`src/rtl/eep_pkg.sv`:
```
package eep_pkg;
  typedef enum logic [2:0] {
    ST_IDLE,
    ST_OPC,
    ST_ADR,
    ST_DAT,
    ST_RD,
    ST_FIN
  } eep_st_e;

  localparam logic [1:0] OP_CTRL  = 2'b00;
  localparam logic [1:0] OP_WRITE = 2'b01;
  localparam logic [1:0] OP_READ  = 2'b10;
  localparam logic [1:0] OP_ERASE = 2'b11;

  localparam logic [1:0] SUB_WDIS = 2'b00;
  localparam logic [1:0] SUB_WALL = 2'b01;
  localparam logic [1:0] SUB_EALL = 2'b10;
  localparam logic [1:0] SUB_WEN  = 2'b11;
endpackage

```
`src/rtl/eep_in_sync.sv`:
```
module eep_in_sync #(
  parameter int STAGES = 2
) (
  input  logic clk,
  input  logic rst,
  input  logic sel_i,
  input  logic sck_i,
  input  logic sdi_i,
  output logic sel_s,
  output logic sdi_s,
  output logic sck_rise
);
  logic [STAGES-1:0] sel_sr, sck_sr, sdi_sr;
  logic              sck_prev;

  always_ff @(posedge clk) begin
    if (rst) begin
      sel_sr   <= '0;
      sck_sr   <= '0;
      sdi_sr   <= '0;
      sck_prev <= 1'b0;
    end else begin
      sel_sr   <= {sel_sr[STAGES-2:0], sel_i};
      sck_sr   <= {sck_sr[STAGES-2:0], sck_i};
      sdi_sr   <= {sdi_sr[STAGES-2:0], sdi_i};
      sck_prev <= sck_sr[STAGES-1];
    end
  end

  assign sel_s    = sel_sr[STAGES-1];
  assign sdi_s    = sdi_sr[STAGES-1];
  assign sck_rise = sck_sr[STAGES-1] & ~sck_prev;
endmodule

```
`src/rtl/eep_word_store.sv`:
```
module eep_word_store #(
  parameter int ADDR_W = 6,
  parameter int WORD_W = 16
) (
  input  logic              clk,
  input  logic              rst,
  input  logic              wr_one,
  input  logic              wr_all,
  input  logic [ADDR_W-1:0] addr,
  input  logic [WORD_W-1:0] wr_data,
  output logic [WORD_W-1:0] rd_word
);
  localparam int DEPTH = 1 << ADDR_W;

  logic [WORD_W-1:0] mem [DEPTH];

  always_ff @(posedge clk) begin
    if (rst) begin
      for (int i = 0; i < DEPTH; i++) mem[i] <= '1;
    end else if (wr_all) begin
      for (int i = 0; i < DEPTH; i++) mem[i] <= wr_data;
    end else if (wr_one) begin
      mem[addr] <= wr_data;
    end
  end

  always_ff @(posedge clk) begin
    if (rst) rd_word <= '1;
    else     rd_word <= mem[addr];
  end
endmodule

```
`src/rtl/eep_cmd_fsm.sv`:
```
module eep_cmd_fsm
  import eep_pkg::*;
#(
  parameter int ADDR_W = 6,
  parameter int WORD_W = 16
) (
  input  logic              clk,
  input  logic              rst,
  input  logic              sel_s,
  input  logic              sdi_s,
  input  logic              sck_rise,
  input  logic [WORD_W-1:0] rd_word,
  output logic              sdo,
  output logic [ADDR_W-1:0] addr,
  output logic              wr_one,
  output logic              wr_all,
  output logic [WORD_W-1:0] wr_data,
  output logic              wen,
  output eep_st_e           st
);
  localparam int CNT_W = $clog2(WORD_W + 1);
  localparam logic [CNT_W-1:0] ADR_LAST = CNT_W'(ADDR_W - 1);
  localparam logic [CNT_W-1:0] DAT_LAST = CNT_W'(WORD_W - 1);
  localparam logic [CNT_W-1:0] RD_LAST  = CNT_W'(WORD_W);

  logic [CNT_W-1:0]  cnt;
  logic [1:0]        op;
  logic [WORD_W-1:0] shf;
  logic [ADDR_W-1:0] a_nxt;
  logic [WORD_W-1:0] d_nxt;

  always_comb begin
    a_nxt = {addr[ADDR_W-2:0], sdi_s};
    d_nxt = {shf[WORD_W-2:0], sdi_s};
  end

  always_ff @(posedge clk) begin
    if (rst) begin
      st      <= ST_IDLE;
      cnt     <= '0;
      op      <= '0;
      addr    <= '0;
      shf     <= '0;
      sdo     <= 1'b0;
      wen     <= 1'b0;
      wr_one  <= 1'b0;
      wr_all  <= 1'b0;
      wr_data <= '0;
    end else begin
      wr_one <= 1'b0;
      wr_all <= 1'b0;
      if (!sel_s) begin
        st  <= ST_IDLE;
        cnt <= '0;
        sdo <= 1'b0;
      end else if (sck_rise) begin
        unique case (st)
          ST_IDLE: begin
            cnt <= '0;
            if (sdi_s) st <= ST_OPC;
          end
          ST_OPC: begin
            op  <= {op[0], sdi_s};
            cnt <= cnt + 1'b1;
            if (cnt == CNT_W'(1)) begin
              st  <= ST_ADR;
              cnt <= '0;
            end
          end
          ST_ADR: begin
            addr <= a_nxt;
            cnt  <= cnt + 1'b1;
            if (cnt == ADR_LAST) begin
              cnt <= '0;
              st  <= ST_FIN;
              unique case (op)
                OP_READ: begin
                  st  <= ST_RD;
                  sdo <= 1'b0;
                end
                OP_WRITE: st <= ST_DAT;
                OP_ERASE: begin
                  wr_one  <= wen;
                  wr_data <= '1;
                end
                default: begin
                  unique case (a_nxt[ADDR_W-1 -: 2])
                    SUB_WEN:  wen <= 1'b1;
                    SUB_WDIS: wen <= 1'b0;
                    SUB_EALL: begin
                      wr_all  <= wen;
                      wr_data <= '1;
                    end
                    default:  st <= ST_DAT;
                  endcase
                end
              endcase
            end
          end
          ST_DAT: begin
            shf <= d_nxt;
            cnt <= cnt + 1'b1;
            if (cnt == DAT_LAST) begin
              wr_data <= d_nxt;
              if (op == OP_WRITE) wr_one <= wen;
              else                wr_all <= wen;
              st <= ST_FIN;
            end
          end
          ST_RD: begin
            cnt <= cnt + 1'b1;
            if (cnt == '0) begin
              sdo <= rd_word[WORD_W-1];
              shf <= {rd_word[WORD_W-2:0], 1'b0};
            end else if (cnt == RD_LAST) begin
              sdo <= 1'b0;
              st  <= ST_FIN;
            end else begin
              sdo <= shf[WORD_W-1];
              shf <= {shf[WORD_W-2:0], 1'b0};
            end
          end
          default: ;
        endcase
      end
    end
  end
endmodule

```
`src/rtl/ser_word_eeprom.sv`:
```
module ser_word_eeprom
  import eep_pkg::*;
#(
  parameter int ADDR_W      = 6,
  parameter int WORD_W      = 16,
  parameter int SYNC_STAGES = 2
) (
  input  logic clk,
  input  logic rst,
  input  logic sel_i,
  input  logic sck_i,
  input  logic sdi_i,
  output logic sdo_o
);
  logic              sel_s, sdi_s, sck_rise;
  logic              wr_one, wr_all, wen;
  logic [ADDR_W-1:0] addr;
  logic [WORD_W-1:0] wr_data, rd_word;
  eep_st_e           st;

  eep_in_sync #(.STAGES(SYNC_STAGES)) u_sync (
    .clk(clk), .rst(rst), .sel_i(sel_i), .sck_i(sck_i), .sdi_i(sdi_i),
    .sel_s(sel_s), .sdi_s(sdi_s), .sck_rise(sck_rise)
  );

  eep_cmd_fsm #(.ADDR_W(ADDR_W), .WORD_W(WORD_W)) u_fsm (
    .clk(clk), .rst(rst), .sel_s(sel_s), .sdi_s(sdi_s), .sck_rise(sck_rise),
    .rd_word(rd_word), .sdo(sdo_o), .addr(addr), .wr_one(wr_one),
    .wr_all(wr_all), .wr_data(wr_data), .wen(wen), .st(st)
  );

  eep_word_store #(.ADDR_W(ADDR_W), .WORD_W(WORD_W)) u_store (
    .clk(clk), .rst(rst), .wr_one(wr_one), .wr_all(wr_all), .addr(addr),
    .wr_data(wr_data), .rd_word(rd_word)
  );
endmodule

```
`config.mk`:
```
export PLATFORM = sky130hd
export DESIGN_NAME = ser_word_eeprom
export DESIGN_NICKNAME = d
export VERILOG_FILES = /design/src/rtl/eep_pkg.sv /design/src/rtl/eep_in_sync.sv /design/src/rtl/eep_word_store.sv /design/src/rtl/eep_cmd_fsm.sv /design/src/rtl/ser_word_eeprom.sv
export SDC_FILE = /design/constraint.sdc
export NUM_CORES = 1
export LEC_CHECK = 0
export ABC_CLOCK_PERIOD_IN_PS = 7100
export BUFFER_PORTS_ARGS = -buffer_cell sky130_fd_sc_hd__buf_2
export CAP_MARGIN = 20
export CORE_UTILIZATION = 51
export CTS_BUF_LIST = sky130_fd_sc_hd__clkbuf_4
export CTS_CLUSTER_SIZE = 24
export DETAILED_ROUTE_END_ITERATION = 10
export PLACE_DENSITY_LB_ADDON = 0.2
export SYNTH_ARGS = -nofsm -noshare
export SYNTH_HDL_FRONTEND = slang
export SYNTH_SLANG_ARGS = --single-unit
```
`constraint.sdc`:
```
create_clock -name clk -period 7.1 [get_ports clk]
set_input_delay 1.065 -clock clk [delete_from_list [all_inputs] [get_ports clk]]
set_output_delay 1.065 -clock clk [all_outputs]
set_load 0.05 [all_outputs]
```
* Yosys cells after proc, flatten, opt, wreduce, memory -nomap -nowiden
Memory sizes are Yosys's and may differ from the RTL's. A register that Yosys moved wholly into a read port is not among the register bits.
Index checks and enable logic that the tools add are counted.
** Word-level totals
- Flip-flop bits (word level) :: 59
- Bits in latches :: 0
- Memory bits (writable) :: 1024
- Bits in read-only memories :: 0
- Input bits :: 5
- Output and inout bits :: 1
- Logic and storage cells :: 245
- Memories kept :: 1
** Cells by class
- Add/sub/neg operators :: 1
- $mul :: 0
- Div/mod/pow operators :: 0
- Magnitude comparators :: 0
- Equality and inequality tests :: 23
- Shift-type cells :: 0
- Mux-type cells :: 113
- Bitwise operators :: 69
- Reductions and logical operators :: 24
** Memories
- u_store.mem :: depth 64, width 16, rd ports 1, clocked after memory_dff 1, wr ports 64, line eep_word_store.sv:15 : logic [WORD_W-1:0] mem [DEPTH];
** Operators by type and width (number)
- two-way mux 16 bit :: 70
- case mux 16 bit (2 select lines) :: 3
- OR 1 bit :: 64
- two-way mux 1 bit :: 23
- two-way mux 3 bit :: 7
- case mux 5 bit (4 select lines) :: 1
- OR reduction 16 bit :: 1
- case mux 3 bit (5 select lines) :: 1
- two-way mux 5 bit :: 2
- inequality test 2 x 1 -> 1 bit, second input constant :: 5
- case mux 3 bit (3 select lines) :: 1
- OR reduction 3 bit :: 3
- equality test 2 bit, second input constant :: 4
- case mux 1 bit (2 select lines) :: 4
- AND reduction 4 bit :: 2
- AND reduction 8 bit :: 1
- nonzero test 2 bit :: 4
- AND reduction 7 bit :: 1
- equality test 3 x 2 -> 1 bit, second input constant :: 2
- two-way mux 6 bit :: 1
- inequality test 2 bit, second input constant :: 3
- AND reduction 3 bit :: 2
- AND reduction 6 bit :: 1
- OR reduction 2 bit :: 3
- other kinds (18) :: 21

* Depth between registers and ports, before layout
- Word-level depth :: 6
- Depth in mapped cells :: 11
- Mapped depth without buffers :: 8

* By module
From an unflattened synthesis, not the netlist that was laid out.
** Second synthesis, totals
- Cells, all modules :: 3078
- Area, all modules :: 46763.6 µm²
** By module, submodules not included
- eep_word_store :: instances 1, cells each 2802, area each 44097.3 µm², sequential area each 31069.8 µm²
- eep_cmd_fsm :: instances 1, cells each 261, area each 2476.1 µm², sequential area each 1041.0 µm²
- eep_in_sync :: instances 1, cells each 15, area each 190.2 µm², sequential area each 140.1 µm²

* Least setup slack after synthesis
OpenSTA, ideal clock, no wires.
- Kind :: input -> register
- From :: input port rst
- To :: memory u_store.mem[48][0], enable pin
- Library setup time :: 411 ps
- Arrival time :: 2865 ps
- Required time :: 6689 ps
- Setup slack :: 3823 ps
- Cell stages on the path :: 4
- Buffers on the path :: 1
- Cell sequence :: clkbuf_1 nor2_1 nand3_1 o21ai_0
** RTL lines
- from (decl) :: line ser_word_eeprom.sv:9 : input logic rst,
- to (decl) :: line eep_word_store.sv:15

==> results.yml <==
worst_setup_path:
  cp-start-kind: "flip-flop"
  path_delay_family: "simple AND/OR/NAND/NOR gates"
  cpMaxStageDelayCell: "and2_1"
  crit_buf_inv: 2
  worstPathMaxFanout: 37
  required_ns: 8.09
  worstSetupEndpointType: "flip-flop"
  max_stage_delay_ns: 1.05
  crit_chain: "buf_4 -> and2_1 -> buf_4 -> a221oi_1 -> a221oi_1 -> nand4_1"
  path_class: "flip-flop to flip-flop"
  cp.arrival_ns: 5.19
global_routing:
  grt_pass1_wl_microns: 211000
  grt_usage: 0.320
  grt_max_degree: 53
  antenna_found_initial: 9
  grt_overflow: 0
  grt_pass1_vias: 30266
synth:
  syn_nets: 3183
  ys_warn_count: 0
  syn_avg_cell_area_sq_um: 14.8
  synth_cells: 3166
  synth_edf_count: 1024
  ys_seq_elements: 1099
  synth_ff_type: "edfxtp_1"
  async_reset_ff_frac: 0
  syn-cell-area_sq_um: 46700
  ys_seq_area_frac: 0.690
  synth_cell_types: 75
clock_tree:
  post-cts-setup-buffers: 0
  cts_resized: 0
  clkTransAtPathRegs_ns: 0.06
  cts_hold_buf: 0
  cts_root_buf: "clkbuf_4"
  numCtsBuffers: 305
  clock_sinks: 1099
  cts_max_path_buffers: 4
  cts.htree.levels: 5
  clock_latency_ns: 1.21
  cts_tree: "yes"
sta:
  rsz0062_at_grt: "no"
  tightest_slew_ns: 1.27
  min_period_ns: 4.20
  fin_skew_ns: 0.129
  fin_crit_sh: 0.592
  slew_viol_final: 0
  fin_tns_setup_ns: 0
  slew_headroom: 0.154
  fin_hold_ws_ns: 0.138
  fmax_ghz: 0.238
  hold_violations: 0
  setup_slack_ns: 2.90
  setup_viol: 0
floorplan:
  die_w_microns: 305
  core_area_sq_um: 90400
  design.portCount: 6
  die_h_microns: 305
  initial_core_util: 0.517
  row_count: 110
  die_area_sq_um: 92900
placed_design:
  place.gp.congestion: 0.990
  port_buffers: 5
  post-place-ws_ns: 2.90
  dp_hpwl_microns: 90700
  dp_cells: 4239
job:
  drv_cap: 0
detailed_routing:
  final_antenna_net_count: 0
  drtPass1Iterations: 6
  drc_errors: 0
  num_vias: 30701
  vias_per_cell: 6.46
  drt-total-wl_microns: 149000
  detail_route.iter0.violations: 4550
  wl_per_cell_microns: 31.4
finish:
  area_growth_syn_to_layout_pct: 11.6
  fin_nets: 3393
  post_layout_nonfiller_instances: 4756
  drive_above_1_share: 0.385
power:
  ir_worst_vdd_uv: 170
  p_per_area_nw_per_um2: 256
  p_total_uw: 13400
  leakagePower_uw: 0.0160
status:
  outcome: "complete, no violations"
worst_hold_path:
  hold_class: "input port to flip-flop"
[cell usage in the layout (no fill, tap or decap), types with 9 or more instances in the layout]
cell / synthesis / routed
edfxtp_1: 1024 / 1024
or2_2: 558 / 558
clkbuf_4: 0 / 452
mux2i_1: 157 / 157
buf_4: 23 / 139
nor2_1: 122 / 121
a21oi_1: 119 / 116
a221oi_1: 106 / 106
a22oi_1: 98 / 98
nand2_1: 77 / 77
dfxtp_1: 75 / 72
mux4_2: 67 / 67
o21ai_0: 120 / 56
mux2_2: 54 / 54
o22ai_1: 47 / 47
clkinv_1: 1 / 41
a211oi_1: 39 / 39
o21ai_1: 0 / 34
o21ai_2: 0 / 30
nand3_1: 21 / 21
a22o_1: 20 / 20
nor2b_1: 19 / 14
a31oi_1: 14 / 14
nand4_1: 12 / 12
ha_1: 12 / 12
buf_8: 2 / 11
inv_1: 12 / 10
nor3_1: 12 / 10
inv_2: 1 / 9
[worst register-to-register path: stages, from the launching register on]
cell and delay (ns):
dfxtp_4 0.70, buf_4 0.55, and2_1 1.08, buf_4 0.40
a221oi_1 0.26, a221oi_1 0.79, nand4_1 0.21
[synthesized netlist by cell type (all sizes together), types with 39 or more instances]
library cell,count,area share
a211oi,39,0.0063
a21oi,119,0.013
a221oi,110,0.021
a22oi,99,0.016
buf,104,0.014
clkbuf,151,0.012
dfxtp,75,0.032
edfxtp,1024,0.66
mux2,61,0.015
mux2i,157,0.034
mux4,67,0.032
nand2,77,0.0062
nor2,126,0.010
o21ai,120,0.013
o22ai,47,0.0063
or2,562,0.075
[layer usage]
metal | track usage | share of wire | up-vias
li1 | - | - | 12699
met1 | 0.408 | 0.37 | 15450
met2 | 0.486 | 0.46 | 2136
met3 | 0.112 | 0.13 | 406
met4 | 0.159 | 0.047 | 10
met5 | 0.00982 | 0.0012 | -
[cell type report]
class / instances / area (sq um)
multi-input combinational: 1798 / 13400
timing repair buffer: 158 / 1310
antenna: 2 / 5.00
sequential: 1099 / 32300
clock inverter: 57 / 285
inverter: 14 / 52.6
clock buffer: 452 / 3390
tap: 1176 / 1470
fill: 7091 / 38200
[report_power, final]
part,internal [uW],switching [uW]
Combinational,111,318
Clock,2960,2610
Sequential,7290,60.2
[sequential cells by signal (all words and copies together), names as in the netlist]
signal	flops
u_fsm.wr_one	1
u_store.rd_word	16
u_fsm.st	3
u_fsm.addr	6
u_sync.sel_sr	2
u_sync.sck_sr	2
u_sync.sck_prev	1
u_fsm.wen	1
u_fsm.shf	16
u_fsm.sdo	1
u_fsm.op	2
u_store.mem	1024
u_sync.sdi_sr	2
u_fsm.cnt	5
u_fsm.wr_data	16
u_fsm.wr_all	1
[worst paths after layout]
kind,startpoint,end,slack [ns],depth (start not counted)
worst min register to register,u_sync.sel_sr[0],u_sync.sel_sr[1],0.45,1
worst max-delay path,u_fsm.addr[0],u_store.rd_word[9],2.90,6
worst max register to register,u_fsm.addr[0],u_store.rd_word[9],2.90,6
worst min-delay path,sel_i,u_sync.sel_sr[0],0.14,2
[kinds of logic (layout without fill, tap and decap cells)]
family	after synthesis	after routing	share of synthesized area
AOI/OAI and AO/OA	614	614	0.0899
adders and majority gates	12	12	0.00321
buffers and inverters	269	681	0.0274
DFF	1099	1099	0.690
muxes	285	285	0.0810
other	0	2	0
and+or+nand+nor	887	887	0.108
[stage by stage]
stage / area (sq um) / util
2_1_floorplan: 46700 / -
3_5_place_dp: 48400 / 0.535
5_1_grt: 52200 / 0.577
6_report: 52200 / 0.577
4_1_cts: 52100 / 0.576
3_3_place_gp: 48200 / 0.533
No activity file was read; power rests on OpenSTA's default activity.
